### config.mk
export PLATFORM = sky130hd
export DESIGN_NAME = flash_status_gen
export DESIGN_NICKNAME = d
export VERILOG_FILES = /design/src/rtl/fsg_pkg.sv /design/src/rtl/fsg_poll_decode.sv /design/src/rtl/fsg_toggle_cell.sv /design/src/rtl/fsg_err_latch.sv /design/src/rtl/flash_status_gen.sv
export SDC_FILE = /design/constraint.sdc
export NUM_CORES = 1
export LEC_CHECK = 0
export ABC_AREA = 1
export BUFFER_PORTS_ARGS = -buffer_cell sky130_fd_sc_hd__buf_2
export CAP_MARGIN = 20
export CELL_PAD_IN_SITES_DETAIL_PLACEMENT = 1
export CELL_PAD_IN_SITES_GLOBAL_PLACEMENT = 1
export CORE_AREA = 2 2 39 41
export DETAILED_ROUTE_END_ITERATION = 10
export DIE_AREA = 0 0 41 43
export GPL_ROUTABILITY_DRIVEN = 0
export MAX_ROUTING_LAYER = met4
export PLACE_DENSITY_LB_ADDON = 0.12
export SYNTH_ARGS = -nofsm -noshare
export SYNTH_HDL_FRONTEND = slang
export SYNTH_SLANG_ARGS = --single-unit
### constraint.sdc
create_clock -name clk -period 1 [get_ports clk]
set_clock_uncertainty 0.2 [all_clocks]
set_input_delay 0.05 -clock clk [delete_from_list [all_inputs] [get_ports clk]]
set_output_delay 0.05 -clock clk [all_outputs]
set_load 0.01 [all_outputs]
### src/rtl/fsg_pkg.sv
// Shared operation encoding for the flash status generator.
package fsg_pkg;
    localparam int OP_W = 2;

    typedef enum logic [OP_W-1:0] {
        OP_PROG   = 2'b00,
        OP_CERASE = 2'b01,
        OP_BERASE = 2'b10,
        OP_NONE   = 2'b11
    } op_e;

    // True for both erase flavours.
    function automatic logic is_erase(input op_e op);
        return (op == OP_CERASE) || (op == OP_BERASE);
    endfunction
endpackage

### src/rtl/fsg_poll_decode.sv
// Combinational decode of the data-polling and erase-timer bits.
// Assumes inputs are stable for the read cycle; no state is held here.
module fsg_poll_decode
    import fsg_pkg::*;
(
    input  op_e  op,
    input  logic busy,
    input  logic suspend,
    input  logic erase_window,
    input  logic prog_bit,
    output logic poll_bit,
    output logic timer_bit
);
    logic active;
    assign active = busy | suspend;

    // Polling bit: inverted program data, erased-state complement, or suspend marker.
    always_comb begin
        poll_bit = 1'b0;
        if (active) begin
            if (op == OP_PROG)      poll_bit = ~prog_bit;
            else if (is_erase(op))  poll_bit = suspend;
        end
    end

    // Erase timer: set only once a running erase has closed its address window.
    always_comb begin
        timer_bit = 1'b0;
        if (busy && !suspend && is_erase(op))
            timer_bit = ~erase_window;
    end
endmodule

### src/rtl/fsg_toggle_cell.sv
// One toggle flip-flop that inverts after each cycle with adv high.
// Assumes adv is already qualified by the caller.
module fsg_toggle_cell #(
    parameter bit INIT = 1'b0
) (
    input  logic clk,
    input  logic rst_n,
    input  logic adv,
    output logic q
);
    // Toggle register with synchronous reset.
    always_ff @(posedge clk) begin
        if (!rst_n)   q <= INIT;
        else if (adv) q <= ~q;
    end


    tog_flip_chk: assert property (@(posedge clk) disable iff (!rst_n)
        adv |=> (q != $past(q)));

    tog_hold_chk: assert property (@(posedge clk) disable iff (!rst_n)
        !adv |=> $stable(q));
endmodule

### src/rtl/fsg_err_latch.sv
// Sticky error latch: set by a failure pulse, cleared by a reset command.
// Assumes a simultaneous set and clear means a fresh failure, so set wins.
module fsg_err_latch (
    input  logic clk,
    input  logic rst_n,
    input  logic set_i,
    input  logic clr_i,
    output logic err_q
);
    // Error state with set priority over clear.
    always_ff @(posedge clk) begin
        if (!rst_n)     err_q <= 1'b0;
        else if (set_i) err_q <= 1'b1;
        else if (clr_i) err_q <= 1'b0;
    end


    err_set_chk: assert property (@(posedge clk) disable iff (!rst_n)
        set_i |=> err_q);

    err_clr_chk: assert property (@(posedge clk) disable iff (!rst_n)
        (!set_i && clr_i) |=> !err_q);

    err_keep_chk: assert property (@(posedge clk) disable iff (!rst_n)
        (!set_i && !clr_i) |=> $stable(err_q));
endmodule

### src/rtl/flash_status_gen.sv
// Status bit generator for an embedded program/erase controller.
// Polling and erase-timer bits are decoded from live inputs. The two
// toggle bits and the error bit are registered, change one cycle after
// their qualifying event, and use a synchronous active-low reset.
module flash_status_gen
    import fsg_pkg::*;
#(
    parameter bit TOG_INIT = 1'b0
) (
    input  logic            clk,
    input  logic            rst_n,
    input  logic [OP_W-1:0] op_code,
    input  logic            busy,
    input  logic            suspend,
    input  logic            erase_window,
    input  logic            addr_in_erase,
    input  logic            prog_bit,
    input  logic            rd_stb,
    input  logic            fail_evt,
    input  logic            reset_cmd,
    output logic            dq7_poll,
    output logic            dq6_tog,
    output logic            dq5_err,
    output logic            dq3_etimer,
    output logic            dq2_alt
);
    localparam int NUM_TOG = 2;
    localparam int TOG_MAIN = 0;
    localparam int TOG_ALT  = 1;

    op_e               op;
    logic [NUM_TOG-1:0] tog_adv;
    logic [NUM_TOG-1:0] tog_q;

    assign op = op_e'(op_code);

    // Advance conditions: main toggle while running, alternate on erased-block reads.
    always_comb begin
        tog_adv[TOG_MAIN] = rd_stb & busy & ~suspend;
        tog_adv[TOG_ALT]  = rd_stb & addr_in_erase & is_erase(op) & (busy | suspend);
    end

    fsg_poll_decode u_poll (
        .op           (op),
        .busy         (busy),
        .suspend      (suspend),
        .erase_window (erase_window),
        .prog_bit     (prog_bit),
        .poll_bit     (dq7_poll),
        .timer_bit    (dq3_etimer)
    );

    for (genvar g = 0; g < NUM_TOG; g++) begin : g_tog
        fsg_toggle_cell #(.INIT(TOG_INIT)) u_cell (
            .clk   (clk),
            .rst_n (rst_n),
            .adv   (tog_adv[g]),
            .q     (tog_q[g])
        );
    end

    assign dq6_tog = tog_q[TOG_MAIN];
    assign dq2_alt = tog_q[TOG_ALT];

    fsg_err_latch u_err (
        .clk   (clk),
        .rst_n (rst_n),
        .set_i (fail_evt),
        .clr_i (reset_cmd),
        .err_q (dq5_err)
    );


    prog_poll_chk: assert property (@(posedge clk) disable iff (!rst_n)
        ((busy || suspend) && op_code == 2'b00) |-> (dq7_poll == !prog_bit));

    susp_poll_chk: assert property (@(posedge clk) disable iff (!rst_n)
        (suspend && (op_code == 2'b01 || op_code == 2'b10)) |-> dq7_poll);

    window_timer_chk: assert property (@(posedge clk) disable iff (!rst_n)
        (busy && op_code == 2'b10 && erase_window) |-> !dq3_etimer);

    noop_quiet_chk: assert property (@(posedge clk) disable iff (!rst_n)
        (op_code == 2'b11) |=> $stable(dq2_alt));
endmodule

==> metrics.md <==
| Metric | Value |
|---|---|
| CTS tree | yes |
| Placed cell area | 289 µm² |
| Worst slack, placed | -0.155 ns |
| DR iter-0 viols | 2 |
| Leakage | 0.195 nW |
| VDD IR-drop max | 0.237 mV |
| Sink Count | 3 |
| Die Y | 43 µm |
| Die Area | 0.00176 mm² |
| Critical path capture point type | primary output |
| DRC viols | 0 |
| HPWL after DPL | 482 µm |
| Syn Area/Cell | 6.52 µm² |
| Pwr/cell area | 1200 mW/mm² |
| Final hold vios | 1 |
| Initial antenna violation count | 0 |
| CORE AREA | 0.00138 mm² |
| Post-CTS setup buffers | 0 |
| Flops & latches, synth | 3 |
| Synth warn | 0 |
| Vias in the first global route | 243 |
| DRT antenna net count | 0 |
| Top cell type's share of synthesized area | 32.9% |
| Final net count | 65 |
| IO buf count | 16 |
| Num CTS Buffers | 3 |
| Total power draw | 0.449 mW |
| Status | finished with violations |
| Syn Nets | 41 |
| Total Routing Usage GR | 7.91% |
| Worst-Margin Slew | 0.171 ns |
| Final Cycle Share | 104% |
| HP Class | primary input to flip-flop |
| Post-route minimum period | 1.04 ns |
| Req. time, crit path | 0.75 ns |
| Syn-to-layout area delta | 104% |
| RSZ-0062 raised after global routing | yes |
| DR pass1 iterations | 2 |
| Max Fanout on Critical Path | 2 |
| Vias per cell | 3.90 |
| Vias | 261 |
| Fmax | 963 MHz |
| GR Overflow Total | 0 |
| Setup Crit Path Kind | primary input to primary output |
| Mapped Cells | 28 |
| Synth Cell Area | 183 µm² |
| Synth cell types | 14 |
| Wirelength, routed | 626 µm |
| Final hold slack | -0.107 ns |
| Clock transition at path regs | 0.04 ns |
| Site row count | 14 |
| First-pass GRT wire length | 897 µm |
| Hold_buf cts | 5 |
| Max-Cap Viols | 0 |
| ANT cells | 0 |
| Clk_lat worst skew | 0.23 ns |
| Worst setup SP type | primary input |
| Fin cells | 67 |
| Max Slew Vio Count | 0 |
| Ratio of cells with drive above 1 in the final layout | 56.9% |
| Root buf cell | clkbuf_4 |
| Final WS setup | -0.0388 ns |
| Largest cells by area after synthesis | dfxtp_1 (33%), inv_1 (10%), nand2_1 (10%), nor2_1 (8.2%), ha_1 (6.8%) |
| Worst Path Arrival | 0.79 ns |
| WL/cell | 9.34 µm |
| Max-slew headroom | 88.5% |
| Initial Utilization | 13.2% |
| Final setup viols | 1 |
| Reg-to-reg slack, setup | 0.16 ns |
| Num ports | 17 |
| Cells after DPL | 60 |
| Failing checks | negative hold slack, negative setup slack |
| Max clock buf depth | 2 |
| Largest net degree at the start of global routing | 4 |
| Fin area | 373 µm² |
| Seq/Total Area, Yosys | 32.9% |
| H-tree Lvls | 1 |
| Post-synth top area cell | dfxtp_1 |
| Die width | 41 µm |
## per-stage QoR
stage | setup TNS, ns | utilization, %
3_3_place_gp | -0.238 | 20.9
3_5_place_dp | -0.306 | 20.9
6_report | -0.0388 | 26.9
2_1_floorplan | 0 | -
5_1_grt | -0.105 | 26.9
4_1_cts | -0.0485 | 28.2
## final cells by class
cell class,count,area [µm²]
Multi-Input combinational cell,19,119
Clock buffer,4,26.3
Inverter,6,22.5
Sequential cell,3,62.6
Fill cell,189,1010
Tap cell,16,20.0
Timing Repair Buffer,19,123
## layout by cell type (no fill, tap or decap)
master,n
dfxtp_2,2
clkbuf_1,1
inv_1,2
clkbuf_4,3
buf_6,2
nor4_2,1
buf_2,14
a21oi_1,2
inv_2,4
o21a_1,1
dlygate4sd3_1,3
ha_4,1
a31oi_1,1
nand2_2,1
dfxtp_1,1
nand2_1,5
nand3_1,1
nor2_2,1
nor2_1,4
nand4_1,1
## power breakdown
group	internal, mW	switching, mW
clock network	0.149	0.0595
registers	0.128	0.00430
logic	0.0572	0.0504
## cell usage after synthesis (all sizes together)
library cell,instances
a21oi,2
a31oi,1
dfxtp,3
ha,1
inv,6
nand2,6
nand3,1
nand4,1
nor2,5
nor4,1
o21a,1
## critical path, cell delays in order
cell	delay, ns
buf_6	0.07
inv_2	0.03
ha_4	0.25
inv_2	0.04
nor4_2	0.18
buf_2	0.16
## registers in the layout, summed over array words and instances (netlist names)
register        cells
g_tog.u_cell.q      2
u_err.err_q         1
## metal layers
metal | GRT usage (%) | vias to the layer above | wire (µm)
li1 | - | 136 | -
met1 | 8.01 | 117 | 237
met2 | 12.5 | 8 | 358
met3 | 1.57 | 0 | 30
met4 | 6.00 | 0 | 0
met5 | - | - | 0
## final timing paths
kind / from / cells after the start / end
hold reg to reg: g_tog[0].u_cell.q / 2 / g_tog[0].u_cell.q
hold / removal: rd_stb / 3 / g_tog[0].u_cell.q
setup reg to reg: u_err.err_q / 3 / u_err.err_q
setup / recovery: op_code[1] / 6 / dq3_etimer
## timing repair
item,4_1_cts,5_1_grt
pin swaps,1,1
endpoints found under the hold margin,3,1
endpoints found under the setup margin,2,5
resized for setup,6,2
## cell families after synthesis
| kind of cell | count (synthesis) | share of synthesized area (%) |
|---|---|---|
| fa+ha+maj | 1 | 6.85 |
| simple gates | 14 | 34.9 |
| flops | 3 | 32.9 |
| compound gates | 4 | 13.0 |
| buf+inv | 6 | 12.3 |
(Power assumes the default switching activity.)
